[src/rtl/pci_term_pkg.sv]
package pci_term_pkg;

    typedef enum logic [2:0] {
        TERM_NONE,
        TERM_XFER,
        TERM_DISC_DATA,
        TERM_DISC_NODATA,
        TERM_RETRY,
        TERM_ABORT
    } term_e;

    typedef enum logic [1:0] {
        DRV_IDLE,
        DRV_ACTIVE,
        DRV_PARK
    } drv_e;

    // Bus pins converted to active-high "asserted" form.
    typedef struct packed {
        logic frame;
        logic irdy;
        logic trdy;
        logic stop;
        logic devsel;
    } bus_s;

    function automatic bus_s to_asserted(input logic f_n, input logic i_n,
                                         input logic t_n, input logic s_n,
                                         input logic d_n);
        bus_s b;
        b.frame  = ~f_n;
        b.irdy   = ~i_n;
        b.trdy   = ~t_n;
        b.stop   = ~s_n;
        b.devsel = ~d_n;
        return b;
    endfunction

    function automatic logic bus_idle(input bus_s b);
        return ~b.frame & ~b.irdy;
    endfunction

    function automatic logic data_moved(input bus_s b);
        return b.irdy & b.trdy & b.devsel;
    endfunction

    // Decide how the current sample ends a data phase.
    function automatic term_e classify(input bus_s b, input logic no_data_yet);
        term_e t;
        t = TERM_NONE;
        if (b.irdy) begin
            if (b.stop && !b.devsel)
                t = TERM_ABORT;
            else if (b.stop && b.trdy)
                t = TERM_DISC_DATA;
            else if (b.stop)
                t = no_data_yet ? TERM_RETRY : TERM_DISC_NODATA;
            else if (b.trdy && b.devsel)
                t = TERM_XFER;
        end
        return t;
    endfunction

endpackage

[src/rtl/pti_phase_track.sv]
module pti_phase_track
    import pci_term_pkg::*;
#(
    parameter int CNT_W = 8
) (
    input  logic             clk,
    input  logic             rst,
    input  bus_s             bus,
    output logic             first_o,
    output logic [CNT_W-1:0] cnt_o
);

    localparam logic [CNT_W-1:0] CNT_MAX = '1;

    logic             first_q;
    logic [CNT_W-1:0] cnt_q;

    always_ff @(posedge clk) begin
        if (rst) begin
            first_q <= 1'b1;
            cnt_q   <= '0;
        end else if (bus_idle(bus)) begin
            first_q <= 1'b1;
            cnt_q   <= '0;
        end else if (data_moved(bus)) begin
            first_q <= 1'b0;
            if (cnt_q != CNT_MAX)
                cnt_q <= cnt_q + 1'b1;
        end
    end

    assign first_o = first_q;
    assign cnt_o   = cnt_q;

endmodule

[src/rtl/pti_term_classify.sv]
module pti_term_classify
    import pci_term_pkg::*;
(
    input  logic  clk,
    input  logic  rst,
    input  bus_s  bus,
    input  logic  first,
    output term_e evt_o,
    output logic  err_o
);

    term_e evt_q;
    logic  pend_q;
    logic  err_q;

    always_ff @(posedge clk) begin
        if (rst) begin
            evt_q  <= TERM_NONE;
            pend_q <= 1'b0;
            err_q  <= 1'b0;
        end else begin
            evt_q  <= classify(bus, first);
            // Ready shown while the initiator has not yet completed the phase.
            pend_q <= bus.trdy & ~bus.irdy;
            err_q  <= pend_q & ~bus.trdy;
        end
    end

    assign evt_o = evt_q;
    assign err_o = err_q;

endmodule

[src/rtl/pti_pin_park.sv]
module pti_pin_park
    import pci_term_pkg::*;
#(
    parameter int NPINS = 2
) (
    input  logic             clk,
    input  logic             rst,
    input  logic             own,
    input  logic [NPINS-1:0] req,
    output logic [NPINS-1:0] pin_n,
    output logic             oe
);

    drv_e st_q, st_d;

    always_comb begin
        st_d = DRV_IDLE;
        if (own)
            st_d = DRV_ACTIVE;
        else if (st_q == DRV_ACTIVE)
            st_d = DRV_PARK;
    end

    always_ff @(posedge clk) begin
        if (rst) st_q <= DRV_IDLE;
        else     st_q <= st_d;
    end

    assign oe = (st_q != DRV_IDLE);

    for (genvar g = 0; g < NPINS; g++) begin : g_pin
        logic pin_q;
        always_ff @(posedge clk) begin
            if (rst)
                pin_q <= 1'b1;
            else
                pin_q <= (st_d == DRV_ACTIVE) ? ~req[g] : 1'b1;
        end
        assign pin_n[g] = pin_q;
    end

endmodule

[src/rtl/pci_term_decoder.sv]
module pci_term_decoder
    import pci_term_pkg::*;
#(
    parameter int CNT_W = 8
) (
    input  logic             clk,
    input  logic             rst,
    input  logic             frame_n,
    input  logic             irdy_n,
    input  logic             trdy_n,
    input  logic             stop_n,
    input  logic             devsel_n,
    input  logic             tgt_own,
    input  logic             tgt_trdy_req,
    input  logic             tgt_stop_req,
    output logic             trdy_drv_n,
    output logic             stop_drv_n,
    output logic             ctl_oe,
    output logic             ev_xfer,
    output logic             ev_disc_data,
    output logic             ev_disc_nodata,
    output logic             ev_retry,
    output logic             ev_abort,
    output logic             proto_err,
    output logic [CNT_W-1:0] phase_cnt
);

    localparam int NPINS = 2;

    bus_s             bus;
    logic             first;
    term_e            evt;
    logic [NPINS-1:0] drv_n;

    assign bus = to_asserted(frame_n, irdy_n, trdy_n, stop_n, devsel_n);

    pti_phase_track #(.CNT_W(CNT_W)) u_track (
        .clk     (clk),
        .rst     (rst),
        .bus     (bus),
        .first_o (first),
        .cnt_o   (phase_cnt)
    );

    pti_term_classify u_class (
        .clk   (clk),
        .rst   (rst),
        .bus   (bus),
        .first (first),
        .evt_o (evt),
        .err_o (proto_err)
    );

    pti_pin_park #(.NPINS(NPINS)) u_park (
        .clk   (clk),
        .rst   (rst),
        .own   (tgt_own),
        .req   ({tgt_stop_req, tgt_trdy_req}),
        .pin_n (drv_n),
        .oe    (ctl_oe)
    );

    assign trdy_drv_n     = drv_n[0];
    assign stop_drv_n     = drv_n[1];
    assign ev_xfer        = (evt == TERM_XFER);
    assign ev_disc_data   = (evt == TERM_DISC_DATA);
    assign ev_disc_nodata = (evt == TERM_DISC_NODATA);
    assign ev_retry       = (evt == TERM_RETRY);
    assign ev_abort       = (evt == TERM_ABORT);

endmodule

[config.mk]
export PLATFORM = sky130hd
export DESIGN_NAME = pci_term_decoder
export DESIGN_NICKNAME = d
export VERILOG_FILES = /design/src/rtl/pci_term_pkg.sv /design/src/rtl/pti_phase_track.sv /design/src/rtl/pti_term_classify.sv /design/src/rtl/pti_pin_park.sv /design/src/rtl/pci_term_decoder.sv
export SDC_FILE = /design/constraint.sdc
export NUM_CORES = 1
export LEC_CHECK = 0
export CORE_MARGIN = 8
export CORE_UTILIZATION = 45
export DETAILED_ROUTE_END_ITERATION = 10
export DONT_BUFFER_PORTS = 1
export SYNTH_ARGS = -nofsm -noshare
export SYNTH_HDL_FRONTEND = slang
export SYNTH_SLANG_ARGS = --single-unit
export TNS_END_PERCENT = 1
[constraint.sdc]
create_clock -name clk -period 1.8 [get_ports clk]
set_input_delay 0.09 -clock clk [delete_from_list [all_inputs] [get_ports clk]]
set_output_delay 0.09 -clock clk [all_outputs]
set_load 0.005 [all_outputs]
==> run metrics, run 1 <==
Synth area leader=dfxtp_1; Final period util=0.8728; setup ws final=0.2290 ns; r2r setup slk=0.23 ns; PortBufs=0; Worst Path Class, Setup=flop to flop; DIE WIDTH=56.91 µm; pwr dens=762.9 nW/µm²; FF/Latch Area=360.3 µm²; post-synth top area share=0.4784; final setup fails=0; reg2reg start=u_track.cnt_o[0]; synth top area cells=dfxtp_1 (48%), mux2i_1 (4.0%), nor3b_1 (4.0%); FMAX=0.6365 GHz; complex-gate fraction of the synthesized area=0.1113; area of the multi-input gates=385.4 µm²; # fillers=133; H-tree depth=1; #FFs+latches synth=18; I/O Pins=27; area share of xor/xnor cells in the synthesized design=0.02326; die height=56.91 µm; register area share after synthesis=0.4784; WL/cell=15.00 µm; Rows=14; status=complete, no violations; Vias/cell=5.706; Final min period=1.571 ns; die area=3239 µm²; Worst-Margin Slew=0.3355 ns; DRT iter0 DRCs=9; post-cts resize count=0; RSZ-0062 raised after global routing=false; core area=1541 µm²; CTS max path bufs=2; hold path depth=2; MaxCap Viol Count=0; Adder-Cell Fraction of Synth Area=0.01661; clock buffer count from CTS=3; Hold Slack=0.03310 ns; CTS clock-pin slew for the worst setup and hold paths=0.11 ns; DRT antenna net count=0; Synth cell types=30; Syn Inst Count=77; layout cells sized above 1=0.1075; syn nets=88; P&R area growth vs syn=23.92%; Final Max Tran Viols=0; Pleak=0.3676 nW; pin count of the biggest net entering global routing=11; Synth Area in Simple Gates=0.3206; Synth Area per Inst=9.782 µm²; HP Class=input port to flop; pre-CTS worst setup slack=0.2096 ns; Peak VDD IR=0.4652 mV; HP Start=irdy_n; slew margin rel.=0.7740; DRT Pass-1 Iters=4; routability congestion estimate=0.7371; first-pass GRT wire length=2746 µm; kind of end point of the critical path=flop; Final Instance Area=933.4 µm²; Core Util, Final=0.6055; crit-path max FO=4; R2R Path End=u_track.cnt_o[1]; worst endpoint required time=1.99 ns; global-route usage over all layers=0.1053; data arrival time of the worst path=1.76 ns; grt total ovfl=0; total negative setup slack=0 ns; Hold Path End=u_track.first_o; Critical Path Source Type=flop; Setup Skew=0.008236 ns; largest family of logic cells by synthesized area=simple AND/OR/NAND/NOR gates; CTS root buffer=clkbuf_4; Worst R2R Path Depth=5; Hold Vio Cnt, Final=0; Post-DP Area=777.0 µm²; via count=622; effective utilization at floorplan=0.4886; Post-Route WL=1635 µm; CTS tree=built; Nets=105; DRC viols=0; latest clock arrival within the worst-skew pair=0.30 ns; Sink Count=18; mapped cell area=753.2 µm²; vias in the first global route=591; initial antenna violation count=0; Syn. warnings=0; Ant. Diodes=0; mux contribution to synthesized area=0.03987
-- worst max-delay path, cell delays in order (launching register included) --
cell and delay [ns]:
dfxtp_1 0.42, ha_1 0.24, nand3_1 0.19, o21ai_0 0.35, mux2i_1 0.22, nor2_1 0.05
-- synth_stat cells --
cell type	count
a211oi_1	1
a21o_1	2
a21oi_1	3
and3_1	2
and3b_1	3
clkbuf_1	1
dfxtp_1	18
ha_1	1
inv_1	1
mux2i_1	3
nand2_1	7
nand3_1	1
nand4_1	2
nor2_1	7
nor2b_1	3
nor3_1	2
nor3_2	1
nor3_4	1
nor3b_1	4
nor4_1	1
nor4b_1	2
o2111a_1	1
o211ai_2	1
o21ai_0	3
o31ai_1	1
or2_2	1
or3_1	1
or3_4	1
xnor2_1	1
xor2_1	1
-- area by class of cell --
type / count / area share
multi-input combinational: 57 / 0.4129
sequential: 18 / 0.3861
timing repair buffer: 13 / 0.1367
clock buffer: 4 / 0.03887
tap: 16 / 0.02145
inverter: 1 / 0.004021
-- cells by family after synthesis --
| kind of cell | Yosys count |
|---|---|
| AND/OR/NAND/NOR | 39 |
| buffers and inverters | 2 |
| flip-flops | 18 |
| XOR/XNOR | 2 |
| multiplexers | 3 |
| adder cells (fa/ha/maj) | 1 |
| AO/OA/AOI/OAI | 12 |
-- flip-flops by register name (all words and copies together), names as in the netlist --
register and flops:
u_park.g_pin.pin_q 2, u_track.first_o 1, u_class.evt_o 3, u_class.err_o 1, u_park.st_q 2, u_track.cnt_o 8, u_class.pend_q 1
-- what timing repair did --
item	in CTS	in global routing
hold buffers	12	0
endpoints found under the hold margin	9	0
buffers inserted	0	0
-- layer usage --
layer	global-route usage	part of all wire	vias to the layer above	wire (µm)
li1	-	-	309	-
met1	0.1076	0.42	293	688
met3	0.04719	0.084	4	137
met5	0	0	-	0
met4	0.07047	0.018	0	30
met2	0.1690	0.48	16	779
-- cells in the final DEF (no fill, tap or decap), drive strengths merged, types with 2 or more instances in the layout --
master and count:
nor4b 2, and3 2, and3b 3, o21ai 3
nand2 7, nor2 7, dlygate4sd3 12, a21o 2
nor3b 4, nand4 2, mux2i 3, clkbuf 4
a21oi 3, dfxtp 18, nor2b 3, nor3 4
or3 2
-- report_power, final --
| part | leakage [nW] | total (mW) | switching (mW) | internal, mW |
|---|---|---|---|---|
| sequential | 0.146 | 0.414 | 0.00626 | 0.407 |
| combinational | 0.200 | 0.0480 | 0.0191 | 0.0289 |
| clock | 0.0210 | 0.251 | 0.127 | 0.123 |
| total | 0.368 | 0.712 | 0.153 | 0.559 |
-- worst max path at each step --
stage / slack [ns] / depth (start not counted) / start / end
4_1_cts: 0.20 / 5 / u_track.cnt_o[0] / u_track.cnt_o[1]
6_report: 0.23 / 5 / u_track.cnt_o[0] / u_track.cnt_o[1]
3_3_place_gp: 0.29 / 5 / u_track.cnt_o[0] / u_track.cnt_o[1]
2_1_floorplan: 0.38 / 5 / u_track.cnt_o[0] / u_track.cnt_o[1]
5_1_grt: 0.10 / 5 / u_track.cnt_o[1] / u_track.cnt_o[1]
3_5_place_dp: 0.21 / 5 / u_track.cnt_o[0] / u_track.cnt_o[1]
-- per-stage QoR --
stage | std cells | power [mW]
floorplan | 77 | 0.4455
global placement | 93 | 0.4495
detailed placement | 93 | 0.4506
CTS | 109 | 0.7251
global route | 109 | 0.7442
finish | 109 | 0.7121
Note: power is estimated with default switching activity, not from simulation.
==> inputs of run 2 (changes only) <==
- CORE_UTILIZATION: 45 -> 58
- PLACE_DENSITY: unset -> 0.74
- SKIP_CTS_REPAIR_TIMING: unset -> 1
==> run 2 against run 1 <==
Against the previous run:
- clock skew decreased by 0.0046 ns
- power is 6.7% lower
- critical path type unchanged
- wire length rose by 2.2%
- first-iteration DRC count up 44%
- critical path depth unchanged
- core utilization up 13 points
- largest power group unchanged
- die area fell by 16%
- sequential power is essentially flat
- register-to-register slack is essentially flat
- setup slack worse by 0.0082 ns
==> run metrics, run 2 (synthesized netlist as in run 1, its figures left out) <==
grt total ovfl=0 (unchanged); Power Internal=0.5142 mW (-8.1%); reg2reg start=u_track.cnt_o[0]; core area=1252 µm² (-19%); RSZ-0062 raised after global routing=false; Hold Vio Cnt, Final=0 (unchanged); r2r setup slk=0.22 ns (about the same); WL/cell=15.62 µm (+4.1%); MaxCap Viol Count=0 (unchanged); global-route usage over all layers=0.1130 (+0.007747); most common cell after layout, fill and taps aside=dfxtp_1; max reg flops=8 (unchanged); HP Class=input port to flop; initial antenna violation count=0 (unchanged); slew margin rel.=0.7576 (-0.01639); effective utilization at floorplan=0.6014 (+0.1128); P_sw=0.1501 mW (-1.6%); kind of end point of the critical path=flop; Critical Path Source Type=flop; most frequent cells in the layout=dfxtp_1 (18), dlygate4sd3_1 (12), nand2_1 (7), nor2_1 (7), nor3b_1 (4); PortBufs=0 (unchanged); crit-path max FO=4 (unchanged); Sw Share=0.2260 (+0.01167); pwr dens=723.4 nW/µm² (-5.2%); DRT iter0 DRCs=13 (+4); Final min period=1.579 ns (+0.008204 ns); Rows=13 (-1); die height=52.04 µm (-8.6%); Worst-Margin Slew=0.3598 ns (+0.02432 ns); layout cells sized above 1=0.09783 (-0.009701); # fillers=97 (-27%); Vias/cell=6.103 (+6.9%); pin count of the biggest net entering global routing=10 (-1); Worst R2R Path Depth=5 (unchanged); Setup Skew=0.003628 ns (-0.004608 ns); Sink Count=18 (unchanged); Clock Power Share=0.306 (-0.046); R2R Path End=u_track.cnt_o[1]; Tot Pwr=0.6644 mW (-6.7%); DIE WIDTH=52.04 µm (-8.6%); Worst Setup SP=u_track.cnt_o[0]; routability congestion estimate=0.7219 (-2.1%); Pleak=0.3604 nW (-2.0%); Core Util, Final=0.7333 (+0.1277); crit-path cells=ha_1 > nand3_1 > o21ai_0 > mux2i_1 > nor2_1; Post-DP Area=775.7 µm² (-0.16%); die area=2708 µm² (-16%); Post-Route WL=1671 µm (+2.2%); vias in the first global route=527 (-11%); clock buffer count from CTS=3 (unchanged); Worst Setup EP=u_track.cnt_o[1]; H-tree depth=1 (unchanged); Ant. Diodes=0 (unchanged); status=complete, no violations; CTS root buffer=clkbuf_4; Final Instance Area=918.4 µm² (-1.6%); P&R area growth vs syn=21.93%; via count=653 (+5.0%); placed wire-length estimate=1121 µm; data arrival time of the worst path=1.77 ns (about the same); Final Max Tran Viols=0 (unchanged); DRT antenna net count=0 (unchanged); Comb power frac=0.072 (+0.005); DRC viols=0 (unchanged); CTS max path bufs=2 (unchanged); crit-path max cell delay=0.41 ns (about the same); CTS clock-pin slew for the worst setup and hold paths=0.10 ns (about the same); FMAX=0.6332 GHz (-0.52%); worst endpoint required time=1.99 ns (about the same); Final period util=0.8773 (+0.004558); Worst Path Class, Setup=flop to flop; final setup fails=0 (unchanged); DRT Pass-1 Iters=4 (unchanged); CTS tree=built; latest clock arrival within the worst-skew pair=0.30 ns (about the same); sequential share of power=0.622 (+0.041); Peak VDD IR=0.4005 mV (-14%); first-pass GRT wire length=2332 µm (-15%); total negative setup slack=0 ns (unchanged); critical path's slowest cell=dfxtp_1; I/O Pins=27 (unchanged); Nets=105 (unchanged)
-- run 2: cell count changes in the layout (fill, tap and decap cells not counted), sizes merged --
cell / delta
clkbuf: -1
-- run 2: critical path: cells and delay by family, from the launching register on --
| family | cells | cell delay (ns) |
|---|---|---|
| adders and majority gates | 1 | 0.23 |
| DFF | 1 | 0.41 |
| muxes | 1 | 0.23 |
| and+or+nand+nor | 2 | 0.23 |
| AOI/OAI and AO/OA | 1 | 0.37 |
-- run 2: how the worst min path moves through the flow --
stage                  from                     to  slack (ns)  cells after the start
6_report             irdy_n        u_track.first_o        0.03                      2
5_1_grt              irdy_n        u_track.first_o        0.04                      2
4_1_cts        tgt_stop_req  u_park.g_pin[1].pin_q       -0.15                      1
3_5_place_dp   tgt_stop_req  u_park.g_pin[1].pin_q        0.16                      1
3_3_place_gp   tgt_trdy_req  u_park.g_pin[0].pin_q        0.15                      1
2_1_floorplan  tgt_trdy_req  u_park.g_pin[0].pin_q        0.15                      1
-- run 2: cell type report --
| cell class | instances | area, µm² | area share |
|---|---|---|---|
| Multi-Input combinational cell | 57 | 385.4 | 0.4196 |
| Sequential cell | 18 | 360.3 | 0.3924 |
| Timing Repair Buffer | 13 | 127.6 | 0.1390 |
| Clock buffer | 3 | 22.52 | 0.02452 |
| Tap cell | 15 | 18.77 | 0.02044 |
| Inverter | 1 | 3.754 | 0.004087 |
-- run 2: metrics by stage --
step | setup slack [ns] | instances | hold WS [ns]
finish | 0.2208 | 107 | 0.03060
global route | 0.1003 | 107 | 0.03802
floorplan | 0.3797 | 77 | 0.1519
detailed placement | 0.2149 | 92 | 0.1550
CTS | 0.2000 | 95 | -0.1491
global placement | 0.2938 | 92 | 0.1543
-- run 2: power by group through the flow --
| stage | Sequential, mW | Clock, mW | Combinational (mW) |
|---|---|---|---|
| after CTS | 0.413 | 0.199 | 0.0280 |
| final | 0.413 | 0.203 | 0.0481 |
| after global routing | 0.415 | 0.214 | 0.0537 |
| after global placement | 0.422 | 0 | 0.0274 |
| after detailed placement | 0.423 | 0 | 0.0279 |
| after floorplan | 0.421 | 0 | 0.0243 |
-- run 2: layer usage --
| layer | share of wire | wire, µm | track usage |
|---|---|---|---|
| met1 | 0.36 | 601 | 0.1166 |
| met2 | 0.53 | 890 | 0.1920 |
| met3 | 0.087 | 146 | 0.03989 |
| met4 | 0.019 | 31 | 0.06637 |
| met5 | 0 | 0 | 0 |
